## src/rtl/sleep_seq_pkg.sv

```systemverilog
package sleep_seq_pkg;

  typedef enum logic [3:0] {
    ST_ACTIVE, ST_CPU_OFF, ST_CORE_OFF, ST_ASLEEP,
    ST_OSC, ST_PWR, ST_CPU_ON, ST_PG_WAIT, ST_DONE
  } seqState_e;

  typedef enum logic [2:0] {
    DLY_CPU_OFF, DLY_CORE_OFF, DLY_OSC, DLY_PWR, DLY_CPU_GOOD
  } dlySel_e;

  // logical (polarity-free) request levels
  typedef struct packed {
    logic cpuOn;
    logic coreOn;
    logic clkOn;
    logic srOn;
    logic done;
  } railReq_t;

  // control -> datapath strobes
  typedef struct packed {
    logic     load;
    dlySel_e  sel;
    railReq_t rails;
  } seqStrobe_t;

endpackage

```

## src/rtl/sleep_seq_ctrl.sv

```systemverilog
module sleep_seq_ctrl
  import sleep_seq_pkg::*;
(
  input  logic       clk,
  input  logic       rstN,
  input  logic       sleepReq,
  input  logic       wakeIn,
  input  logic       cpuPwrGood,
  input  logic [1:0] cfgMode,
  input  logic       cfgPgEnable,
  input  logic       dlyDone,
  output seqStrobe_t strb
);

  seqState_e state, nextState;
  logic [1:0] modeQ;
  logic       wakePend;
  logic       wakeGo;

  assign wakeGo = wakePend | wakeIn;

  always_comb begin
    nextState = state;
    unique case (state)
      ST_ACTIVE:   if (sleepReq) nextState = ST_CPU_OFF;
      ST_CPU_OFF:  if (dlyDone) nextState = (modeQ == 2'd0) ? ST_CORE_OFF : ST_ASLEEP;
      ST_CORE_OFF: if (dlyDone) nextState = ST_ASLEEP;
      ST_ASLEEP:   if (wakeGo) nextState = (modeQ == 2'd0) ? ST_OSC : ST_CPU_ON;
      ST_OSC:      if (dlyDone) nextState = ST_PWR;
      ST_PWR:      if (dlyDone) nextState = ST_CPU_ON;
      ST_CPU_ON:   if (dlyDone) nextState = cfgPgEnable ? ST_PG_WAIT : ST_DONE;
      ST_PG_WAIT:  if (cpuPwrGood) nextState = ST_DONE;
      ST_DONE:     nextState = ST_ACTIVE;
      default:     nextState = ST_ACTIVE;
    endcase
  end

  always_ff @(posedge clk) begin
    if (!rstN) begin
      state    <= ST_ACTIVE;
      modeQ    <= 2'd0;
      wakePend <= 1'b0;
    end else begin
      state <= nextState;
      if (state == ST_ACTIVE && sleepReq)
        modeQ <= (cfgMode == 2'd3) ? 2'd2 : cfgMode;
      if (state == ST_ASLEEP && wakeGo)
        wakePend <= 1'b0;
      else if (wakeIn && (state == ST_CPU_OFF || state == ST_CORE_OFF))
        wakePend <= 1'b1;
    end
  end

  // delay load strobe on entry into a timed state
  always_comb begin
    strb.load = 1'b0;
    strb.sel  = DLY_CPU_OFF;
    if (nextState != state) begin
      unique case (nextState)
        ST_CPU_OFF:  begin strb.load = 1'b1; strb.sel = DLY_CPU_OFF;  end
        ST_CORE_OFF: begin strb.load = 1'b1; strb.sel = DLY_CORE_OFF; end
        ST_OSC:      begin strb.load = 1'b1; strb.sel = DLY_OSC;      end
        ST_PWR:      begin strb.load = 1'b1; strb.sel = DLY_PWR;      end
        ST_CPU_ON:   begin strb.load = 1'b1; strb.sel = DLY_CPU_GOOD; end
        default:     ;
      endcase
    end
  end

  // logical rail levels per state
  always_comb begin
    strb.rails = '{cpuOn: 1'b1, coreOn: 1'b1, clkOn: 1'b1, srOn: 1'b0, done: 1'b0};
    unique case (state)
      ST_CPU_OFF: begin
        strb.rails.cpuOn = 1'b0;
        strb.rails.srOn  = (modeQ != 2'd2);
      end
      ST_CORE_OFF: strb.rails = '{cpuOn: 1'b0, coreOn: 1'b0, clkOn: 1'b0, srOn: 1'b1, done: 1'b0};
      ST_ASLEEP: begin
        strb.rails.cpuOn  = 1'b0;
        strb.rails.coreOn = (modeQ != 2'd0);
        strb.rails.clkOn  = (modeQ != 2'd0);
        strb.rails.srOn   = (modeQ != 2'd2);
      end
      ST_OSC: strb.rails = '{cpuOn: 1'b0, coreOn: 1'b0, clkOn: 1'b1, srOn: 1'b1, done: 1'b0};
      ST_PWR: strb.rails = '{cpuOn: 1'b0, coreOn: 1'b1, clkOn: 1'b1, srOn: 1'b1, done: 1'b0};
      ST_CPU_ON, ST_PG_WAIT: strb.rails.srOn = (modeQ != 2'd2);
      ST_DONE: strb.rails.done = 1'b1;
      default: ;
    endcase
  end

  // core rail may only drop in a depth-0 cycle
  a_r2_core_off_mode0: assert property (@(posedge clk) disable iff (!rstN)
    !strb.rails.coreOn |-> modeQ == 2'd0);
  // depth 2 (and 3) never requests self-refresh
  a_r4_no_sr_mode2: assert property (@(posedge clk) disable iff (!rstN)
    !(strb.rails.srOn && modeQ == 2'd2));
  // a remembered wake leaves sleep on the next edge
  a_r11_wake_kept: assert property (@(posedge clk) disable iff (!rstN)
    (state == ST_ASLEEP && wakePend) |=> (state == ST_OSC || state == ST_CPU_ON));
  // power-good low holds the sequence
  a_r7_pg_hold: assert property (@(posedge clk) disable iff (!rstN)
    (state == ST_PG_WAIT && !cpuPwrGood) |=> state == ST_PG_WAIT);
  // resume strobe lasts one cycle then back to awake
  a_r8_done_pulse: assert property (@(posedge clk) disable iff (!rstN)
    strb.rails.done |=> (state == ST_ACTIVE && !strb.rails.done));

endmodule

```

## src/rtl/sleep_seq_dp.sv

```systemverilog
module sleep_seq_dp
  import sleep_seq_pkg::*;
#(
  parameter int US_W  = 16,
  parameter int TB_HZ = 32768,
  parameter int MICRO = 1000000
) (
  input  logic            clk,
  input  logic            rstN,
  input  logic            slowTick,
  input  seqStrobe_t      strb,
  input  logic [US_W-1:0] cfgCpuOffUs,
  input  logic [US_W-1:0] cfgCpuGoodUs,
  input  logic [US_W-1:0] cfgCoreOffUs,
  input  logic [US_W-1:0] cfgOscUs,
  input  logic [US_W-1:0] cfgPwrUs,
  input  logic            cfgCoreActHigh,
  input  logic            cfgClkActHigh,
  input  logic            cfgCombined,
  output logic            dlyDone,
  output logic            cpuPwrReq,
  output logic            corePwrReq,
  output logic            sysClkReq,
  output logic            dramSrReq,
  output logic            resumeDone
);

  // tick rate is below one per microsecond, so ticks never exceed the us value
  localparam int TICK_W = US_W;
  localparam int PROD_W = US_W + $clog2(TB_HZ + 1) + 1;

  logic [US_W-1:0]   usSel;
  logic [PROD_W-1:0] prodRnd;
  logic [PROD_W-1:0] ticksWide;
  logic [TICK_W-1:0] ticks;
  logic [TICK_W-1:0] cnt;
  logic              coreLvl;

  always_comb begin
    unique case (strb.sel)
      DLY_CPU_OFF:  usSel = cfgCpuOffUs;
      DLY_CORE_OFF: usSel = cfgCoreOffUs;
      DLY_OSC:      usSel = cfgOscUs;
      DLY_PWR:      usSel = cfgPwrUs;
      default:      usSel = cfgCpuGoodUs;
    endcase
  end

  // ceil(us * TB_HZ / MICRO)
  assign prodRnd   = PROD_W'(usSel) * PROD_W'(TB_HZ) + PROD_W'(MICRO - 1);
  assign ticksWide = prodRnd / PROD_W'(MICRO);
  assign ticks     = TICK_W'(ticksWide);

  always_ff @(posedge clk) begin
    if (!rstN)                        cnt <= '0;
    else if (strb.load)               cnt <= ticks;
    else if (slowTick && cnt != '0)   cnt <= cnt - 1'b1;
  end

  assign dlyDone = (cnt == '0);

  assign coreLvl    = cfgCombined ? (strb.rails.cpuOn & strb.rails.coreOn) : strb.rails.coreOn;
  assign cpuPwrReq  = cfgCombined ? 1'b0 : strb.rails.cpuOn;
  assign corePwrReq = coreLvl ~^ cfgCoreActHigh;
  assign sysClkReq  = strb.rails.clkOn ~^ cfgClkActHigh;
  assign dramSrReq  = strb.rails.srOn;
  assign resumeDone = strb.rails.done;

  // an expired counter stays at zero until reloaded
  a_r5_cnt_hold: assert property (@(posedge clk) disable iff (!rstN)
    (cnt == '0 && !strb.load) |=> cnt == '0);
  // each tick removes exactly one count
  a_r5_tick_step: assert property (@(posedge clk) disable iff (!rstN)
    (slowTick && cnt != '0 && !strb.load) |=> cnt == TICK_W'($past(cnt) - 1'b1));

endmodule

```

## src/rtl/sleep_seq.sv

```systemverilog
module sleep_seq
  import sleep_seq_pkg::*;
#(
  parameter int US_W  = 16,
  parameter int TB_HZ = 32768,
  parameter int MICRO = 1000000
) (
  input  logic            clk,
  input  logic            rstN,
  input  logic            slowTick,
  input  logic            sleepReq,
  input  logic            wakeIn,
  input  logic            cpuPwrGood,
  input  logic [1:0]      cfgMode,
  input  logic [US_W-1:0] cfgCpuOffUs,
  input  logic [US_W-1:0] cfgCpuGoodUs,
  input  logic [US_W-1:0] cfgCoreOffUs,
  input  logic [US_W-1:0] cfgOscUs,
  input  logic [US_W-1:0] cfgPwrUs,
  input  logic            cfgCoreActHigh,
  input  logic            cfgClkActHigh,
  input  logic            cfgCombined,
  input  logic            cfgPgEnable,
  output logic            cpuPwrReq,
  output logic            corePwrReq,
  output logic            sysClkReq,
  output logic            dramSrReq,
  output logic            resumeDone
);

  seqStrobe_t strb;
  logic       dlyDone;

  sleep_seq_ctrl u_ctrl (
    .clk        (clk),
    .rstN       (rstN),
    .sleepReq   (sleepReq),
    .wakeIn     (wakeIn),
    .cpuPwrGood (cpuPwrGood),
    .cfgMode    (cfgMode),
    .cfgPgEnable(cfgPgEnable),
    .dlyDone    (dlyDone),
    .strb       (strb)
  );

  sleep_seq_dp #(.US_W(US_W), .TB_HZ(TB_HZ), .MICRO(MICRO)) u_dp (
    .clk           (clk),
    .rstN          (rstN),
    .slowTick      (slowTick),
    .strb          (strb),
    .cfgCpuOffUs   (cfgCpuOffUs),
    .cfgCpuGoodUs  (cfgCpuGoodUs),
    .cfgCoreOffUs  (cfgCoreOffUs),
    .cfgOscUs      (cfgOscUs),
    .cfgPwrUs      (cfgPwrUs),
    .cfgCoreActHigh(cfgCoreActHigh),
    .cfgClkActHigh (cfgClkActHigh),
    .cfgCombined   (cfgCombined),
    .dlyDone       (dlyDone),
    .cpuPwrReq     (cpuPwrReq),
    .corePwrReq    (corePwrReq),
    .sysClkReq     (sysClkReq),
    .dramSrReq     (dramSrReq),
    .resumeDone    (resumeDone)
  );

endmodule

```

## config.mk

```make
export PLATFORM = sky130hd
export DESIGN_NAME = sleep_seq
export DESIGN_NICKNAME = d
export VERILOG_FILES = /design/src/rtl/sleep_seq_pkg.sv /design/src/rtl/sleep_seq_ctrl.sv /design/src/rtl/sleep_seq_dp.sv /design/src/rtl/sleep_seq.sv
export SDC_FILE = /design/constraint.sdc
export NUM_CORES = 1
export LEC_CHECK = 0
export ABC_AREA = 1
export BUFFER_PORTS_ARGS = -buffer_cell sky130_fd_sc_hd__buf_2
export CAP_MARGIN = 20
export CORE_MARGIN = 5
export CORE_UTILIZATION = 49
export CTS_CLUSTER_DIAMETER = 40
export DETAILED_ROUTE_END_ITERATION = 7
export GPL_ROUTABILITY_DRIVEN = 1
export PLACE_DENSITY = 0.67
export SLEW_MARGIN = 20
export SYNTH_ARGS = -nofsm -noshare
export SYNTH_HDL_FRONTEND = slang
export SYNTH_HIERARCHICAL = 1
export SYNTH_SLANG_ARGS = --single-unit
```

## constraint.sdc

```tcl
create_clock -name clk -period 32.3 [get_ports clk]
set_input_delay 1.615 -clock clk [delete_from_list [all_inputs] [get_ports clk]]
set_output_delay 1.615 -clock clk [all_outputs]
set_load 0.1 [all_outputs]
```

-- After elaboration in Yosys (flattened, before gate mapping)
Cells that the tools add are included.
W data, S select, Z words.
- output and inout bits: 5
- flip-flop bits (word level): 23
- word-level logic and storage cells: 71
- input port bits: 92
- $add $sub $neg: 2
- reductions and logical operators: 16
- div/mod/pow operators: 1
- equal/unequal tests: 19
- bitwise operators: 5
- mux-type cells: 24
- operator list (operator ; number):
    $pmux W16 S4 ; 1
    $mux W4 ; 10
    $div A33 B20 Y33 const B ; 1
    $add A31 B20 Y32 const B ; 1
    $mux W16 ; 2
    $pmux W4 S8 ; 1
    $eq A4 B3 Y1 const B ; 7
    $pmux W4 S5 ; 1
    $logic_not A16 Y1 ; 1
    $reduce_bool A16 Y1 ; 1
    $sub A16 B1 Y16 const B ; 1
    $eq A4 B2 Y1 const B ; 3
    $eq A4 B1 Y1 const B ; 2
    $eq A3 B2 Y1 const B ; 2
    $pmux W2 S3 ; 1
    $mux W1 ; 5
    $reduce_or A5 Y1 ; 1
    $eq A4 B4 Y1 const B ; 1
    $logic_and A1 B1 Y1 ; 4
    $logic_not A4 Y1 ; 1
    $mux W2 ; 2
    $ne A4 B4 Y1 ; 1
    $reduce_bool A2 Y1 ; 2
    $reduce_or A4 Y1 ; 1
    other kinds (13) ; 14

-- Longest topological paths before layout
- word-level depth: 12
- mapped depth: 144
- depth with buffers taken out: 139

-- By module
Netlist, hierarchy kept.
- by module, submodules not included (module ; seq. area each (um^2) ; instances ; cells an instance ; area an instance (um^2)):
    sleep_seq_dp ; 320.3 ; 1 ; 2074 ; 11936.4
    sleep_seq_ctrl ; 140.1 ; 1 ; 135 ; 733.2

-- Least setup slack after synthesis
Ideal clock, no wire load.
- path type: input -> register
- start point: in wakeIn
- end point: reg u_dp.cnt[0]
- required time: 32188 ps
- buffers on the path: 10
- stages on the path: 129
- arrival: 14322 ps
- library setup time: 112 ps
- setup slack: 17866 ps
- cell sequence: nor2_1 > nand2_1 > nand3_1 > nand3_1 > nor2_4 > nand2_1 > nand2_1 > nand3_2 > nand2_1 > inv_1 > buf_6 > nor2_4 > buf_6 > nand3_1 > nand2_1 > inv_2 > nand3_2 > inv_1 > (+93 left out) > nand2_4 > inv_2 > ha_1 > nand4_1 > nand2_1 > inv_1 > nand2_1 > nand3_1 > nand2_2 > nand2_2 > nand2_1 > nand3_1 > nand2_1 > nand3_1 > nor2_2 > nand3_1 > nand2_1 > nand2_1
- RTL lines (item ; line ; source):
    start, declared ; sleep_seq.sv:12 ; input logic wakeIn,
    end signal, assigned ; sleep_seq_dp.sv:56 ; else if (strb.load) cnt <= ticks;
    end signal, assigned ; sleep_seq_dp.sv:57 ; else if (slowTick && cnt != '0) cnt <= cnt - 1'b1;
    end, declared ; sleep_seq_dp.sv:36 ; logic [TICK_W-1:0] cnt;

==> impl_metrics.toml <==
[timing]
fin_ws_ps = 13230
slew_violations = 0
setup-violations-final = 0
max_clock_freq_ghz = 0.05244
period_needed_ps = 19070
rsz0062_at_grt = "no"
tightestPinTransition_ps = 1049
fin_setup_tns_ps = 0
fin_crit_sh = 0.5904
maxSlewHeadroom = 0.2940
fin_worst_skew_ps = 5.814
hold_violations = 0

[critical_path]
crit_fanout = 26
start_kind = "register"
critPathRequiredTime_ps = 32470
critPathMostFrequentCell = "nand2_2"
end_kind = "register"
critPathMaxStageDelay_ps = 830
worstPathArrival_ps = 19240
path_class = "reg -> reg"
slowest_stage = "nor4_1"

[yosys]
yosys.area_share.simple = 0.6804
syn_area_um2 = 12670
synthDistinctLibCells = 68
syn_nets = 2321
async_flop_share = 0
synth_ff_type = "dfxtp_1"
synth_top_family_by_area = "simple AND/OR/NAND/NOR gates"
synth-xor-area-share = 0.04839
seq_area_frac_synth = 0.03634
synthAdderAreaFrac = 0.01975
yosys_warnings = 6
avgSynthCellArea_um2 = 5.735
synth-edff-count = 0
synthMuxAreaShare = 0
synth_cells = 2209
synth_compound_area_frac = 0.08029
synth_seq_cells = 23

[clock_network]
tritoncts = "built"
post_cts_resized = 0
clockBufferDepth = 2
postCtsSetupBuffers = 0
insertion_delay_ps = 270
cts_hold_buf = 0
cts_made_buffers = 3
h-tree-depth = 1
clk_pin_slew_ps = 70
cts-root-buf = "clkbuf_16"
numClockSinks = 23

[global_routing]
grt_overflow_total = 0
grt_pass1_vias = 12910
antenna_found_initial = 0
track_usage = 0.2474
grt_max_degree = 47
grt_pass1_wl_mm = 61.90

[drt]
drtIter0Drc = 1340
wl_per_cell_um = 14.24
drtAntennaViolNets = 0
routed_via_density = 5.423
drcViolationCount = 0
vias = 14050
first_pass_iters = 6
wl_mm = 36.90

[floorplan]
row_count = 58
initial_core_util = 0.5002
die_x_um = 170.8
io_pins = 97
die_y_um = 170.8
coreArea_um2 = 25330
die_area_um2 = 29170

[place]
post_dp_cell_area_um2 = 12970
hpwl_mm = 31.04
routabilityCongestion = 0.9637
numPortBuffers = 96
pre_cts_ws_ps = 13690

[cells_and_area]
fill_cells = 2711
diodes = 0
final_cell_area_um2 = 13050
nNetsFinal = 2374
area_growth_pct = 2.973
mostFrequentLayoutCell = "nand2_1"
drive_gt1_frac = 0.2667
final_cell_mix = "618 x nand2_1, 287 x nand3_1, 215 x inv_1"

[status]
status = "finished, final reports clean"

[hold_path]
hp-class = "reg -> reg"

[run]
drv_cap = 0
==> logic make-up after synthesis <==
| kind of cell | after synthesis |
|---|---|
| fa+ha+maj | 20 |
| buf+inv | 334 |
| xor+xnor | 70 |
| simple gates | 1603 |
| compound gates | 159 |
| flops | 23 |
==> through the flow <==
stage                     utilization  hold WS, ps  std cells
after detailed placement       0.5120        478.8       2587
after CTS                      0.5151        489.4       2591
after global placement         0.5120        468.0       2587
final                          0.5151        488.8       2591
after global routing           0.5151        517.8       2591
after floorplan                     -        452.4       2209
==> Yosys cell counts (6+ instances only) <==
cell      count  area [um2]
buf_12        9       180.2
buf_4         7       52.55
nor2_2       47       294.0
o21ai_0      46       230.2
nand4_1      60       375.4
o21bai_1      8       60.06
a31oi_1       8       50.05
inv_2        53       198.9
nand3_1     287        1436
nand2_4      82       923.4
buf_8         8       120.1
ha_1         20       250.2
inv_4        12       75.07
dfxtp_1      23       460.4
nor2_4       27       304.0
o21ai_1      13       65.06
nand3_4       9       157.7
nor2_1      188       705.7
nor4_1        7       43.79
nand2_1     618        2320
buf_6        16       180.2
o21ai_2      10       87.58
a21oi_1      35       175.2
inv_1       215       807.0
nand2_2     173        1082
nand3_2      58       580.6
xor2_1       55       481.7
o211ai_1      7       52.55
xnor2_1      15       131.4
nor3_1       20       100.1
nand3b_1      6       45.04
==> final timing paths <==
check | from | end | slack [ps] | cells past startpoint
worst max-delay path | u_dp/cnt[0]$_SDFFE_PN0P_ | u_dp/cnt[0]$_SDFFE_PN0P_ | 13230 | 127
worst min register to register | u_ctrl/modeQ[0]$_SDFFE_PN0P_ | u_ctrl/modeQ[0]$_SDFFE_PN0P_ | 490 | 2
worst max register to register | u_dp/cnt[0]$_SDFFE_PN0P_ | u_dp/cnt[0]$_SDFFE_PN0P_ | 13230 | 127
worst min-delay path | u_ctrl/modeQ[0]$_SDFFE_PN0P_ | u_ctrl/modeQ[0]$_SDFFE_PN0P_ | 490 | 2
==> critical path: cells and delay by family (launching register included) <==
| family | cells | cell delay, ps |
|---|---|---|
| buffers and inverters | 19 | 2830 |
| flip-flops | 1 | 320 |
| XOR/XNOR | 1 | 270 |
| AO/OA/AOI/OAI | 3 | 490 |
| AND/OR/NAND/NOR | 95 | 12830 |
| adder cells (fa/ha/maj) | 9 | 2190 |
==> registers in the layout, indices dropped and copies added, names as in the netlist <==
signal	count
u_ctrl/state	4
u_dp/cnt	16
u_ctrl/modeQ	2
u_ctrl/wakePend	1
==> cell type report <==
class                      instances  area [um2]  share of cell area
clock buffer                       3       75.07            0.005754
sequential                        23       460.4             0.03529
multi-input combinational       1852       10500              0.8049
clock inverter                     1       5.005           0.0003836
inverter                         286        1111             0.08516
timing repair buffer              96       480.5             0.03683
tap                              330       412.9             0.03165
==> per-layer routing <==
metal / global-route usage / vias up / routed length, um
met4: 0.04375 / 0 / 612
li1: - / 7196 / -
met2: 0.4157 / 382 / 17030
met3: 0.02426 / 53 / 2151
met1: 0.3480 / 6420 / 17100
met5: 0 / - / 0
Power is left out: the tool's default activity adds up to more than one toggle a clock period on the data nets, which glitch-free logic cannot reach.
